[src/rtl/gpio_evt_pkg.sv]
package gpio_evt_pkg;

    localparam int SEL_W  = 3;
    localparam int ADDR_W = 8;

    localparam logic [ADDR_W-1:0] OFS_MASK_SET = 8'h20;
    localparam logic [ADDR_W-1:0] OFS_MASK_CLR = 8'h24;
    localparam logic [ADDR_W-1:0] OFS_MASK_RD  = 8'h28;
    localparam logic [ADDR_W-1:0] OFS_STATUS   = 8'h2C;

    typedef enum logic [SEL_W-1:0] {
        EV_FALL = 3'd0,
        EV_RISE = 3'd1,
        EV_BOTH = 3'd2,
        EV_LOW  = 3'd3,
        EV_HIGH = 3'd4
    } evt_mode_e;

    typedef struct packed {
        logic mask_set;
        logic mask_clr;
        logic mask_rd;
        logic sts_rd;
    } bus_op_t;

    function automatic bus_op_t bus_decode(input logic wr, input logic rd,
                                           input logic [ADDR_W-1:0] a);
        bus_op_t op;
        op.mask_set = wr && (a == OFS_MASK_SET);
        op.mask_clr = wr && (a == OFS_MASK_CLR);
        op.mask_rd  = rd && (a == OFS_MASK_RD);
        op.sts_rd   = rd && (a == OFS_STATUS);
        return op;
    endfunction

    function automatic logic evt_match(input logic [SEL_W-1:0] sel,
                                       input logic cur, input logic prev);
        logic m;
        case (sel)
            EV_FALL: m = prev & ~cur;
            EV_RISE: m = ~prev & cur;
            EV_BOTH: m = prev ^ cur;
            EV_LOW:  m = ~cur;
            EV_HIGH: m = cur;
            default: m = 1'b0;
        endcase
        return m;
    endfunction

endpackage

[src/rtl/gpio_evt_cond.sv]
module gpio_evt_cond #(
    parameter bit HAS_FILTER = 1'b1
) (
    input  logic clk,
    input  logic rst,
    input  logic din,
    input  logic filt_en,
    input  logic tick,
    output logic dout
);
    logic s1_q, s2_q;

    always_ff @(posedge clk) begin
        if (rst) begin
            s1_q <= 1'b0;
            s2_q <= 1'b0;
        end else begin
            s1_q <= din;
            s2_q <= s1_q;
        end
    end

    generate
        if (HAS_FILTER) begin : g_filt
            logic samp_q, filt_q;
            always_ff @(posedge clk) begin
                if (rst) begin
                    samp_q <= 1'b0;
                    filt_q <= 1'b0;
                end else if (!filt_en) begin
                    samp_q <= s2_q;
                    filt_q <= s2_q;
                end else if (tick) begin
                    samp_q <= s2_q;
                    if (s2_q == samp_q)
                        filt_q <= s2_q;
                end
            end
            assign dout = filt_en ? filt_q : s2_q;
        end else begin : g_raw
            logic unused_filt;
            assign unused_filt = filt_en ^ tick;
            assign dout = s2_q;
        end
    endgenerate
endmodule

[src/rtl/gpio_evt_detect.sv]
module gpio_evt_detect
    import gpio_evt_pkg::*;
#(
    parameter int NLINES = 32,
    localparam int SELV_W = SEL_W * NLINES
) (
    input  logic              clk,
    input  logic              rst,
    input  logic [NLINES-1:0] clean,
    input  logic [SELV_W-1:0] sel,
    output logic [NLINES-1:0] hit
);
    logic [NLINES-1:0] prev_q;

    always_ff @(posedge clk) begin
        if (rst) prev_q <= '0;
        else     prev_q <= clean;
    end

    generate
        for (genvar i = 0; i < NLINES; i++) begin : g_line
            assign hit[i] = evt_match(sel[SEL_W*i +: SEL_W], clean[i], prev_q[i]);
        end
    endgenerate
endmodule

[src/rtl/gpio_evt_regs.sv]
module gpio_evt_regs
    import gpio_evt_pkg::*;
#(
    parameter int NLINES = 32
) (
    input  logic              clk,
    input  logic              rst,
    input  logic              wr_en,
    input  logic              rd_en,
    input  logic [ADDR_W-1:0] addr,
    input  logic [NLINES-1:0] wdata,
    input  logic [NLINES-1:0] hit,
    output logic [NLINES-1:0] rdata,
    output logic [NLINES-1:0] mask_q,
    output logic [NLINES-1:0] sts_q,
    output logic              irq
);
    bus_op_t op;
    assign op = bus_decode(wr_en, rd_en, addr);

    always_ff @(posedge clk) begin
        if (rst)              mask_q <= '0;
        else if (op.mask_set) mask_q <= mask_q | wdata;
        else if (op.mask_clr) mask_q <= mask_q & ~wdata;
    end

    always_ff @(posedge clk) begin
        if (rst) sts_q <= '0;
        else     sts_q <= (op.sts_rd ? '0 : sts_q) | hit;
    end

    always_comb begin
        rdata = '0;
        if (op.mask_rd)     rdata = mask_q;
        else if (op.sts_rd) rdata = sts_q;
    end

    assign irq = |(sts_q & mask_q);
endmodule

[src/rtl/gpio_event_irq.sv]
module gpio_event_irq
    import gpio_evt_pkg::*;
#(
    parameter int NLINES     = 32,
    parameter bit HAS_FILTER = 1'b1,
    localparam int SELV_W    = SEL_W * NLINES
) (
    input  logic              clk,
    input  logic              rst,
    input  logic [NLINES-1:0] line_in,
    input  logic [SELV_W-1:0] evt_sel,
    input  logic [NLINES-1:0] filt_en,
    input  logic              filt_tick,
    input  logic              wr_en,
    input  logic              rd_en,
    input  logic [ADDR_W-1:0] addr,
    input  logic [NLINES-1:0] wdata,
    output logic [NLINES-1:0] rdata,
    output logic              irq
);
    logic [NLINES-1:0] clean;
    logic [NLINES-1:0] hit;
    logic [NLINES-1:0] msk;
    logic [NLINES-1:0] sts;

    generate
        for (genvar i = 0; i < NLINES; i++) begin : g_cond
            gpio_evt_cond #(.HAS_FILTER(HAS_FILTER)) u_cond (
                .clk     (clk),
                .rst     (rst),
                .din     (line_in[i]),
                .filt_en (filt_en[i]),
                .tick    (filt_tick),
                .dout    (clean[i])
            );
        end
    endgenerate

    gpio_evt_detect #(.NLINES(NLINES)) u_det (
        .clk   (clk),
        .rst   (rst),
        .clean (clean),
        .sel   (evt_sel),
        .hit   (hit)
    );

    gpio_evt_regs #(.NLINES(NLINES)) u_regs (
        .clk    (clk),
        .rst    (rst),
        .wr_en  (wr_en),
        .rd_en  (rd_en),
        .addr   (addr),
        .wdata  (wdata),
        .hit    (hit),
        .rdata  (rdata),
        .mask_q (msk),
        .sts_q  (sts),
        .irq    (irq)
    );
endmodule

[config.mk]
export PLATFORM = sky130hd
export DESIGN_NAME = gpio_event_irq
export DESIGN_NICKNAME = d
export VERILOG_FILES = /design/src/rtl/gpio_evt_pkg.sv /design/src/rtl/gpio_evt_cond.sv /design/src/rtl/gpio_evt_detect.sv /design/src/rtl/gpio_evt_regs.sv /design/src/rtl/gpio_event_irq.sv
export SDC_FILE = /design/constraint.sdc
export NUM_CORES = 1
export LEC_CHECK = 0
export ABC_CLOCK_PERIOD_IN_PS = 4300
export BUFFER_PORTS_ARGS = -buffer_cell sky130_fd_sc_hd__buf_2
export CORE_AREA = 2 2 181 183
export CTS_BUF_LIST = sky130_fd_sc_hd__clkbuf_4 sky130_fd_sc_hd__clkbuf_8
export CTS_CLUSTER_SIZE = 25
export DETAILED_ROUTE_END_ITERATION = 10
export DIE_AREA = 0 0 183 185
export PLACE_DENSITY = 0.56
export SLEW_MARGIN = 20
export SYNTH_ARGS = -nofsm -noshare
export SYNTH_HDL_FRONTEND = slang
export SYNTH_SLANG_ARGS = --single-unit
[constraint.sdc]
create_clock -name clk -period 4.3 [get_ports clk]
set_input_delay 1.075 -clock clk [delete_from_list [all_inputs] [get_ports clk]]
set_output_delay 1.075 -clock clk [all_outputs]
set_load 0.01 [all_outputs]
==> impl_metrics.csv <==
group,metric,value,unit
status,status,"complete, no violations",
placed_design,dp_hpwl,22100,um
die,std_cell_rows,66,
global_routing,grt_max_degree,100,
route,drc,0,
die,initial_core_util,34.4,%
worst_setup_path,cp_cell_sequence,"buf_2 -> nor4b_4 -> and4_1 -> buf_4 -> a22o_1 -> buf_2",
worst_setup_path,crit-reg2reg-capture,"u_regs.sts_q[29]",
worst_setup_path,end_kind,"primary output",
placed_design,io_buffers,237,
sta,worstMarginPinSlew,1.03,ns
global_routing,grtUsageTotal,17.2,%
worst_setup_path,cp-startpoint,"addr[7]",
die,ios,238,
sta,finalSetupTns,0,ns
route,firstDrtPassIters,7,
route,vias,9440,
sta,worst_slack,0.542,ns
clock_tree,clock-root-buffer,"clkbuf_8",
synth,synth.avg_cell_area,9.33,um2
sta,hold_violations,0,
pwr,pwr_density_cell,362,mW/mm2
sta,rsz0062_at_grt,"false",
worst_setup_path,critPathBufInv,3,
worst_setup_path,cp-start-kind,"primary input",
die,die_y,185,um
placed_design,place_congestion,0.877,
run,drv_cap,0,
die,die_area,0.0339,mm2
clock_tree,cts_max_path_buffers,3,
worst_setup_path,r2r_start,"g_cond[29].u_cond.g_filt.filt_q",
sta,relSlewSlack,31.3,%
worst_setup_path,ff2ff_path_depth,6,
route,drt_iter0_markers,556,
worst_setup_path,crit_cells,6,
finish,areaGrowthSynthToFinish,22.2,%
worst_setup_path,required,3.22,ns
clock_tree,cts_sinks,224,
worst_setup_path,crit_type,"in2out",
synth,synth_cell_type_count,31,
sta,maxSlewViolCount,0,
sta,fmax,266,MHz
synth,yosysWarnings,0,
worst_hold_path,hold_class,"reg2reg",
route,post_drt_wl_per_cell,16.1,um
worst_setup_path,crit_family,"simple AND/OR/NAND/NOR gates",
sta,fin_skew,0.0115,ns
clock_tree,clk_latency,0.54,ns
finish,layout.nets,1684,
clock_tree,numCtsBuffers,42,
finish,layout_common_cells,"buf_2 (236), dfxtp_1 (224), nor2_1 (122)",
global_routing,overflow,0,
worst_setup_path,crit_path_end,"rdata[20]",
sta,setup_viol,0,
route,drt_wl_total,29900,um
global_routing,grt_pass1_vias,8807,
route,vias_per_cell,5.07,
finish,layout-drive-gt1-share,24.7,%
worst_setup_path,crit_fanout,21,
route,ant_nets,0,
die,die_w,183,um
finish,n_fill_cell,3251,
clock_tree,cts_tree,"yes",
worst_setup_path,critical-path-max-stage-delay,0.53,ns
placed_design,pre_cts_ws,0.569,ns
global_routing,antenna_found_initial,7,
finish,layout_commonest_cell,"buf_2",
synth,ys_seq_elements,224,
global_routing,grt_first_pass_wirelength,46100,um
synth,syn_nets,1450,
die,core_area,0.0320,mm2
clock_tree,clkTransAtPathRegs,0.05,ns
sta,finalCritPeriodShare,87.4,%
worst_setup_path,slowest_stage,"and4_1",
sta,layout_min_cycle_time,3.76,ns
finish,seqCellArea,0.00448,mm2
synth,synthesis.area,0.0110,mm2
synth,yosysSeqAreaShare,40.7,%
synth,syn-instance-count,1181,
clock_tree,cts_setup_buffers,0,
worst_setup_path,cp.arrival,2.68,ns
clock_tree,hold_buffers,0,
clock_tree,post_cts_resized,0,
pwr,p_leak,5.87,nW
worst_setup_path,path_common_cell,"buf_2",
worst_setup_path,rrSetupSlack,2.40,ns
sta,hold_ws,0.434,ns
finish,multi_input_area,0.00591,mm2
clock_tree,htree_levels,2,
pwr,ir_drop,195,uV
==> where the power goes <==
group / switching, mW / total [mW] / leakage, nW / internal [mW]
registers: 0.0732 / 2.23 / 1.83 / 2.16
clock network: 0.893 / 2.21 / 0.489 / 1.31
logic: 0.231 / 0.439 / 3.55 / 0.208
==> cell type report <==
| class | instances | area share (%) |
|---|---|---|
| clock inverter | 6 | 0.427 |
| tap | 408 | 3.79 |
| antenna | 7 | 0.130 |
| sequential | 224 | 33.3 |
| multi-input combinational | 804 | 43.9 |
| inverter | 97 | 2.70 |
| timing repair buffer | 246 | 9.45 |
| clock buffer | 70 | 6.36 |
==> metal layers <==
layer | global-route usage (%) | wire (um) | vias to the layer above | part of all wire, %
li1 | - | - | 4750 | -
met1 | 22.7 | 13700 | 4336 | 46
met2 | 27.2 | 13200 | 288 | 44
met3 | 3.93 | 2040 | 64 | 6.8
met4 | 7.10 | 934 | 2 | 3.1
met5 | 0 | 10 | - | 0.033
==> cells by family (layout without fill, tap and decap cells) <==
family | count (synthesis) | after routing | share of synthesized area (%)
AOI/OAI and AO/OA | 279 | 279 | 19.0
adders and majority gates | 64 | 64 | 7.27
buffers and inverters | 153 | 419 | 5.80
DFF | 224 | 224 | 40.7
muxes | 96 | 96 | 9.08
other | 0 | 7 | 0
and+or+nand+nor | 365 | 365 | 18.1
==> Yosys cell counts <==
| cell | count | area [um2] |
|---|---|---|
| inv_1 | 97 | 364 |
| nor4b_2 | 1 | 15.0 |
| dfxtp_1 | 224 | 4480 |
| nand3_1 | 32 | 160 |
| o21ai_0 | 70 | 350 |
| mux2_2 | 32 | 360 |
| buf_1 | 2 | 7.51 |
| buf_4 | 9 | 67.6 |
| o221ai_1 | 32 | 280 |
| nor3_1 | 1 | 5.00 |
| nand2b_1 | 64 | 400 |
| and4_1 | 2 | 17.5 |
| a222oi_1 | 26 | 260 |
| or4_1 | 33 | 248 |
| a41o_1 | 1 | 10.0 |
| nor3b_1 | 2 | 15.0 |
| nand2_1 | 6 | 22.5 |
| a31oi_1 | 6 | 37.5 |
| ha_1 | 64 | 801 |
| nor2b_1 | 96 | 601 |
| buf_2 | 25 | 125 |
| mux2i_1 | 64 | 641 |
| nor4b_4 | 1 | 23.8 |
| a32o_1 | 32 | 320 |
| clkbuf_1 | 20 | 75.1 |
| and3_1 | 1 | 6.26 |
| nor2_1 | 122 | 458 |
| nand4_1 | 4 | 25.0 |
| a22oi_1 | 16 | 120 |
| a22o_1 | 64 | 561 |
| a21oi_1 | 32 | 160 |
==> metrics by stage <==
stage	util (%)	area [um2]	instances	power, mW
4_1_cts	42.0	13500	1855	4.96
2_1_floorplan	-	11000	1181	2.49
5_1_grt	42.0	13500	1859	5.14
6_report	42.0	13500	1862	4.88
3_5_place_dp	39.1	12500	1779	2.72
3_3_place_gp	39.1	12500	1779	2.71
==> worst min path at each step <==
stage,depth (start not counted),slack (ns),end,start
after global placement,1,0.42,g_cond[24].u_cond.s2_q,g_cond[24].u_cond.s1_q
after detailed placement,1,0.42,g_cond[2].u_cond.s2_q,g_cond[2].u_cond.s1_q
after floorplan,1,0.41,g_cond[0].u_cond.s2_q,g_cond[0].u_cond.s1_q
after global routing,1,0.45,g_cond[24].u_cond.s2_q,g_cond[24].u_cond.s1_q
final,1,0.43,g_cond[24].u_cond.s2_q,g_cond[24].u_cond.s1_q
after CTS,1,0.44,g_cond[2].u_cond.s2_q,g_cond[2].u_cond.s1_q
No activity file was read; power rests on OpenSTA's default activity.
